--- src/rtl/xtr_pkg.sv ---
package xtr_pkg;

    typedef enum logic [2:0] {
        CL_XSTAT = 3'd0,
        CL_PUSH  = 3'd1,
        CL_MTW   = 3'd2,
        CL_MTH   = 3'd3,
        CL_MTB   = 3'd4
    } cls_e;

    localparam logic [1:0] FMT_STD = 2'b01;
    localparam logic [1:0] FMT_RES = 2'b10;

    typedef struct packed {
        logic [1:0] fmt;
        logic       idx;
        logic       ind;
        logic       map;
        logic       prot;
        logic       hi_clr;
    } ctl_t;

endpackage

--- src/rtl/xtr_fmt_sel.sv ---
module xtr_fmt_sel
    import xtr_pkg::*;
#(
    parameter int CTR_W   = 3,
    parameter int MAP_CTR = 4
) (
    input  logic [2:0]       cls,
    input  logic             at,
    input  logic             in_event,
    input  logic             is_trap,
    input  logic [CTR_W-1:0] ctr,
    input  logic             map_bit,
    input  logic             real_ext,
    input  logic             idx_req,
    input  logic             ind_req,
    output ctl_t             ctl
);
    localparam logic [CTR_W-1:0] MAP_CTR_V = CTR_W'(MAP_CTR);

    logic is_mt;

    always_comb begin
        is_mt = (cls == CL_MTW) || (cls == CL_MTH) || (cls == CL_MTB);

        ctl.fmt    = FMT_STD;
        ctl.idx    = idx_req;
        ctl.ind    = ind_req;
        ctl.map    = map_bit;
        ctl.prot   = 1'b1;
        ctl.hi_clr = 1'b0;

        if (cls == CL_XSTAT) begin
            if (!at || (in_event && !real_ext)) begin
                ctl.fmt = FMT_RES;
                ctl.idx = 1'b0;
            end
        end else if (in_event && cls == CL_PUSH) begin
            ctl.fmt = FMT_RES;
            ctl.idx = 1'b0;
            ctl.map = is_trap & map_bit;
        end else if (in_event && is_mt) begin
            ctl.fmt = FMT_RES;
            ctl.idx = 1'b0;
            if (is_trap) begin
                ctl.hi_clr = map_bit;
            end else begin
                ctl.map  = map_bit & (ctr == MAP_CTR_V);
                ctl.prot = 1'b0;
            end
        end
    end

endmodule

--- src/rtl/xtr_addr_mask.sv ---
module xtr_addr_mask #(
    parameter int AW     = 20,
    parameter int MASK_W = 3
) (
    input  logic [AW-1:0] addr,
    input  logic          clr,
    output logic [AW-1:0] addr_out
);
    localparam int KEEP_W = AW - MASK_W;

    always_comb begin
        addr_out = addr;
        if (clr) begin
            addr_out = {{MASK_W{1'b0}}, addr[KEEP_W-1:0]};
        end
    end

endmodule

--- src/rtl/xtr_resolver.sv ---
module xtr_resolver
    import xtr_pkg::*;
#(
    parameter int AW      = 20,
    parameter int CTR_W   = 3,
    parameter int MAP_CTR = 4,
    parameter int MASK_W  = 3
) (
    input  logic             clk,
    input  logic             rst_n,
    input  logic [2:0]       cls_i,
    input  logic             at_i,
    input  logic             in_event_i,
    input  logic             is_trap_i,
    input  logic [CTR_W-1:0] ctr_i,
    input  logic             map_bit_i,
    input  logic             real_ext_i,
    input  logic             idx_req_i,
    input  logic             ind_req_i,
    input  logic [AW-1:0]    ref_addr_i,
    output logic [1:0]       fmt_o,
    output logic             idx_en_o,
    output logic             ind_en_o,
    output logic             map_en_o,
    output logic             prot_en_o,
    output logic [AW-1:0]    addr_o
);
    typedef struct packed {
        logic [1:0]    fmt;
        logic          idx;
        logic          ind;
        logic          map;
        logic          prot;
        logic [AW-1:0] addr;
    } st_t;

    ctl_t          ctl_w;
    logic [AW-1:0] addr_w;
    st_t           st_d, st_q;

    xtr_fmt_sel #(.CTR_W(CTR_W), .MAP_CTR(MAP_CTR)) u_sel (
        .cls      (cls_i),
        .at       (at_i),
        .in_event (in_event_i),
        .is_trap  (is_trap_i),
        .ctr      (ctr_i),
        .map_bit  (map_bit_i),
        .real_ext (real_ext_i),
        .idx_req  (idx_req_i),
        .ind_req  (ind_req_i),
        .ctl      (ctl_w)
    );

    xtr_addr_mask #(.AW(AW), .MASK_W(MASK_W)) u_mask (
        .addr     (ref_addr_i),
        .clr      (ctl_w.hi_clr),
        .addr_out (addr_w)
    );

    always_comb begin
        st_d.fmt  = ctl_w.fmt;
        st_d.idx  = ctl_w.idx;
        st_d.ind  = ctl_w.ind;
        st_d.map  = ctl_w.map;
        st_d.prot = ctl_w.prot;
        st_d.addr = addr_w;
    end

    always_ff @(posedge clk) begin
        if (!rst_n) begin
            st_q.fmt  <= FMT_STD;
            st_q.idx  <= 1'b0;
            st_q.ind  <= 1'b0;
            st_q.map  <= 1'b0;
            st_q.prot <= 1'b1;
            st_q.addr <= '0;
        end else begin
            st_q <= st_d;
        end
    end

    assign fmt_o     = st_q.fmt;
    assign idx_en_o  = st_q.idx;
    assign ind_en_o  = st_q.ind;
    assign map_en_o  = st_q.map;
    assign prot_en_o = st_q.prot;
    assign addr_o    = st_q.addr;

endmodule

--- config.mk ---
export PLATFORM = sky130hd
export DESIGN_NAME = xtr_resolver
export DESIGN_NICKNAME = d
export VERILOG_FILES = /design/src/rtl/xtr_pkg.sv /design/src/rtl/xtr_fmt_sel.sv /design/src/rtl/xtr_addr_mask.sv /design/src/rtl/xtr_resolver.sv
export SDC_FILE = /design/constraint.sdc
export NUM_CORES = 1
export LEC_CHECK = 0
export ABC_AREA = 1
export CAP_MARGIN = 0
export CELL_PAD_IN_SITES_DETAIL_PLACEMENT = 1
export CELL_PAD_IN_SITES_GLOBAL_PLACEMENT = 1
export CORE_AREA = 2 2 66 43
export CTS_CLUSTER_DIAMETER = 50
export DETAILED_ROUTE_END_ITERATION = 6
export DIE_AREA = 0 0 68 45
export DONT_BUFFER_PORTS = 1
export HOLD_SLACK_MARGIN = 0.15
export PLACE_DENSITY_LB_ADDON = 0.1
export REMOVE_ABC_BUFFERS = 1
export SLEW_MARGIN = 30
export SYNTH_ARGS = -nofsm -noshare
export SYNTH_HDL_FRONTEND = slang
export SYNTH_HIERARCHICAL = 1
export SYNTH_SLANG_ARGS = --single-unit
--- constraint.sdc ---
create_clock -name clk -period 1.2 [get_ports clk]
set_input_delay 0.06 -clock clk [delete_from_list [all_inputs] [get_ports clk]]
set_output_delay 0.06 -clock clk [all_outputs]
set_load 0.1 [all_outputs]
==> flow_summary.ini <==
[worst_setup_path]
path_common_cell = inv_1
arrival_ps = 1130
crit_path_end = fmt_o[0]
critPathMaxStageDelay_ps = 540
cp.required_ps = 1350
startpoint_type = input pin
startpoint = cls_i[1]
path_max_fanout = 3
cp-end-kind = flip-flop
cpMaxStageDelayCell = dlygate4sd3_1
cp_cell_sequence = nor2_2 > nand3_1 > nand3_2 > inv_1 > inv_1 > nand2_1 > dlygate4sd3_1
criticalPathCategory = in -> reg

[routing]
drc = 0
vias = 820
drt.antenna.violating_nets = 0
drt-initial-drc-count = 34
wl_mm = 2.41
vias_per_cell = 4.10
wl_per_cell_um = 12.1
dr.pass1.iters = 4

[logic_synthesis]
synth-compound-area-share = 0.0179
syn_area_um2 = 1050
seq_area_frac_synth = 0.497
ys_types = 15
ys_top_cells_by_count = inv_1, nand2_1, dfxtp_1
synth-adder-area-share = 0
synth_top_family_by_area = buffers and inverters
synth_edf_count = 0
synthMuxAreaShare = 0
synth.avg_cell_area_um2 = 8.12
synth_top_area_cell = dfxtp_1
yosys.area_share.simple = 0.191
synthXorXnorAreaFrac = 0
yosysMostFrequentCell = inv_1
ys.flop_type = dfxtp_1
ys_seq_elements = 26
async_flop_share = 0
synth.area.top_cells = dfxtp_1, buf_4, inv_1
yosys_warnings = 6
netlist_instances = 129
synth_top_area_frac = 0.497

[global_route]
grt_usage = 0.156
grt_pass1_vias = 819
grt_pass1_wl_mm = 3.42
antenna_found_initial = 0
overflow = 0
grt_max_degree = 25

[final_layout]
nets = 204
drive_above_1_share = 0.238
final_util = 0.606
syn2layout_area_growth_pct = 39.8
antenna_cells = 0

[sta]
post-route-period-util = 0.817
maxSlewHeadroom = 0.424
rsz0062_at_grt = no
max_freq_mhz = 1020
setup_violations = 0
slew_violations = 0
period_minus_slack_ps = 980
worst_slack_ps = 220
tightest_slew_ps = 864
hold_ws_ps = 146
setup-tns-final_ps = 0
hold_violations = 0

[min_path]
hp-class = in -> reg

[pwr]
swShare = 0.339
vdd_drop_max_uv = 783
p_total_mw = 2.06
leakagePower_nw = 0.860
power.clock.fraction = 0.260
intPower_mw = 1.36
seq_power_share = 0.449
pwr-share-comb = 0.291
p_sw_mw = 0.697
power.density_nw_per_um2 = 1410

[floorplanning]
rows = 14
die_w_um = 68
core_area_um2 = 2420
initial_core_util = 0.433
die-area_um2 = 3060
die_h_um = 45
io_pins = 61

[clock_tree]
cts_tree = yes
htreeDepth = 1
cts.sinks = 26
path_clk_slew_ps = 80
clock_path_buffers = 2
clockRootBuffer = clkbuf_8
cts-buffers-inserted = 3

[run]
maxCapViolCount = 0

[placement]
port_buffers = 0
dp_hpwl_mm = 1.43
gp_congestion = 0.665
pre_cts_ws_ps = 367

[run_status]
status = completed
## power by group through the flow
stage	clock network (mW)	logic (mW)	registers, mW
after floorplan	0	0.0672	1.29
after global routing	0.593	0.628	0.927
after global placement	0	0.499	0.942
after CTS	0.562	0.587	0.924
final	0.534	0.599	0.924
after detailed placement	0	0.504	0.943
## worst min path at each step
| stage | cells past startpoint | start | slack, ps | to |
|---|---|---|---|---|
| global placement | 1 | rst_n | 130 | prot_en_o |
| CTS | 4 | is_trap_i | 60 | map_en_o |
| floorplan | 1 | rst_n | 130 | fmt_o[0] |
| finish | 6 | is_trap_i | 150 | map_en_o |
| global route | 6 | is_trap_i | 190 | map_en_o |
| detailed placement | 1 | rst_n | 140 | prot_en_o |
## repair_timing
item / 4_1_cts / 5_1_grt
buffers inserted: 0 / 0
endpoints found under the setup margin: 0 / 23
hold endpoints to repair: 26 / 1
hold buffers: 27 / 3
resized for setup: 0 / 1
## worst max-delay path: cells and delay by family
family        cells  cell delay, ps
simple gates      4             440
buf+inv           3             640
## state kept, by name, indices dropped and copies added, names as in the netlist
name       flops
fmt_o          2
ind_en_o       1
map_en_o       1
idx_en_o       1
addr_o        20
prot_en_o      1
## cell type report
class | instances | area (um^2)
fillers | 270 | 953
clock buffers | 4 | 55.1
repair buffers | 56 | 498
inverters | 35 | 131
well taps | 32 | 40.0
flip-flops and latches | 26 | 520
multi-input cells | 47 | 219
## kinds of logic (layout without fill, tap and decap cells)
logic type	Yosys count	in the layout
AO/OA/AOI/OAI	3	3
buffers and inverters	56	95
flip-flops	26	26
AND/OR/NAND/NOR	44	44
## through the flow
stage | instance area [um^2] | cells
floorplan | 871 | 108
global placement | 1110 | 166
detailed placement | 1110 | 166
CTS | 1430 | 197
global route | 1460 | 200
finish | 1460 | 200
## routing by layer
metal,share of wire,wire [um],track usage,vias up
li1,-,-,-,416
met5,0,0,0,-
met4,0.0079,19,0.0360,0
met2,0.52,1250,0.297,34
met1,0.39,942,0.164,368
met3,0.084,203,0.0599,2
## placed cells by master (no fill, tap or decap)
master,count
buf_4,26
clkbuf_8,4
dfxtp_1,26
dlygate4sd3_1,29
dlymetal6s4s_1,1
inv_1,35
nand2_1,27
nand2_2,3
nand3_1,1
nand3_2,2
nor2_1,6
nor2_2,4
nor3b_1,1
o21ai_0,1
o21ai_1,1
o21ai_2,1
No activity file was read; power rests on OpenSTA's default activity.
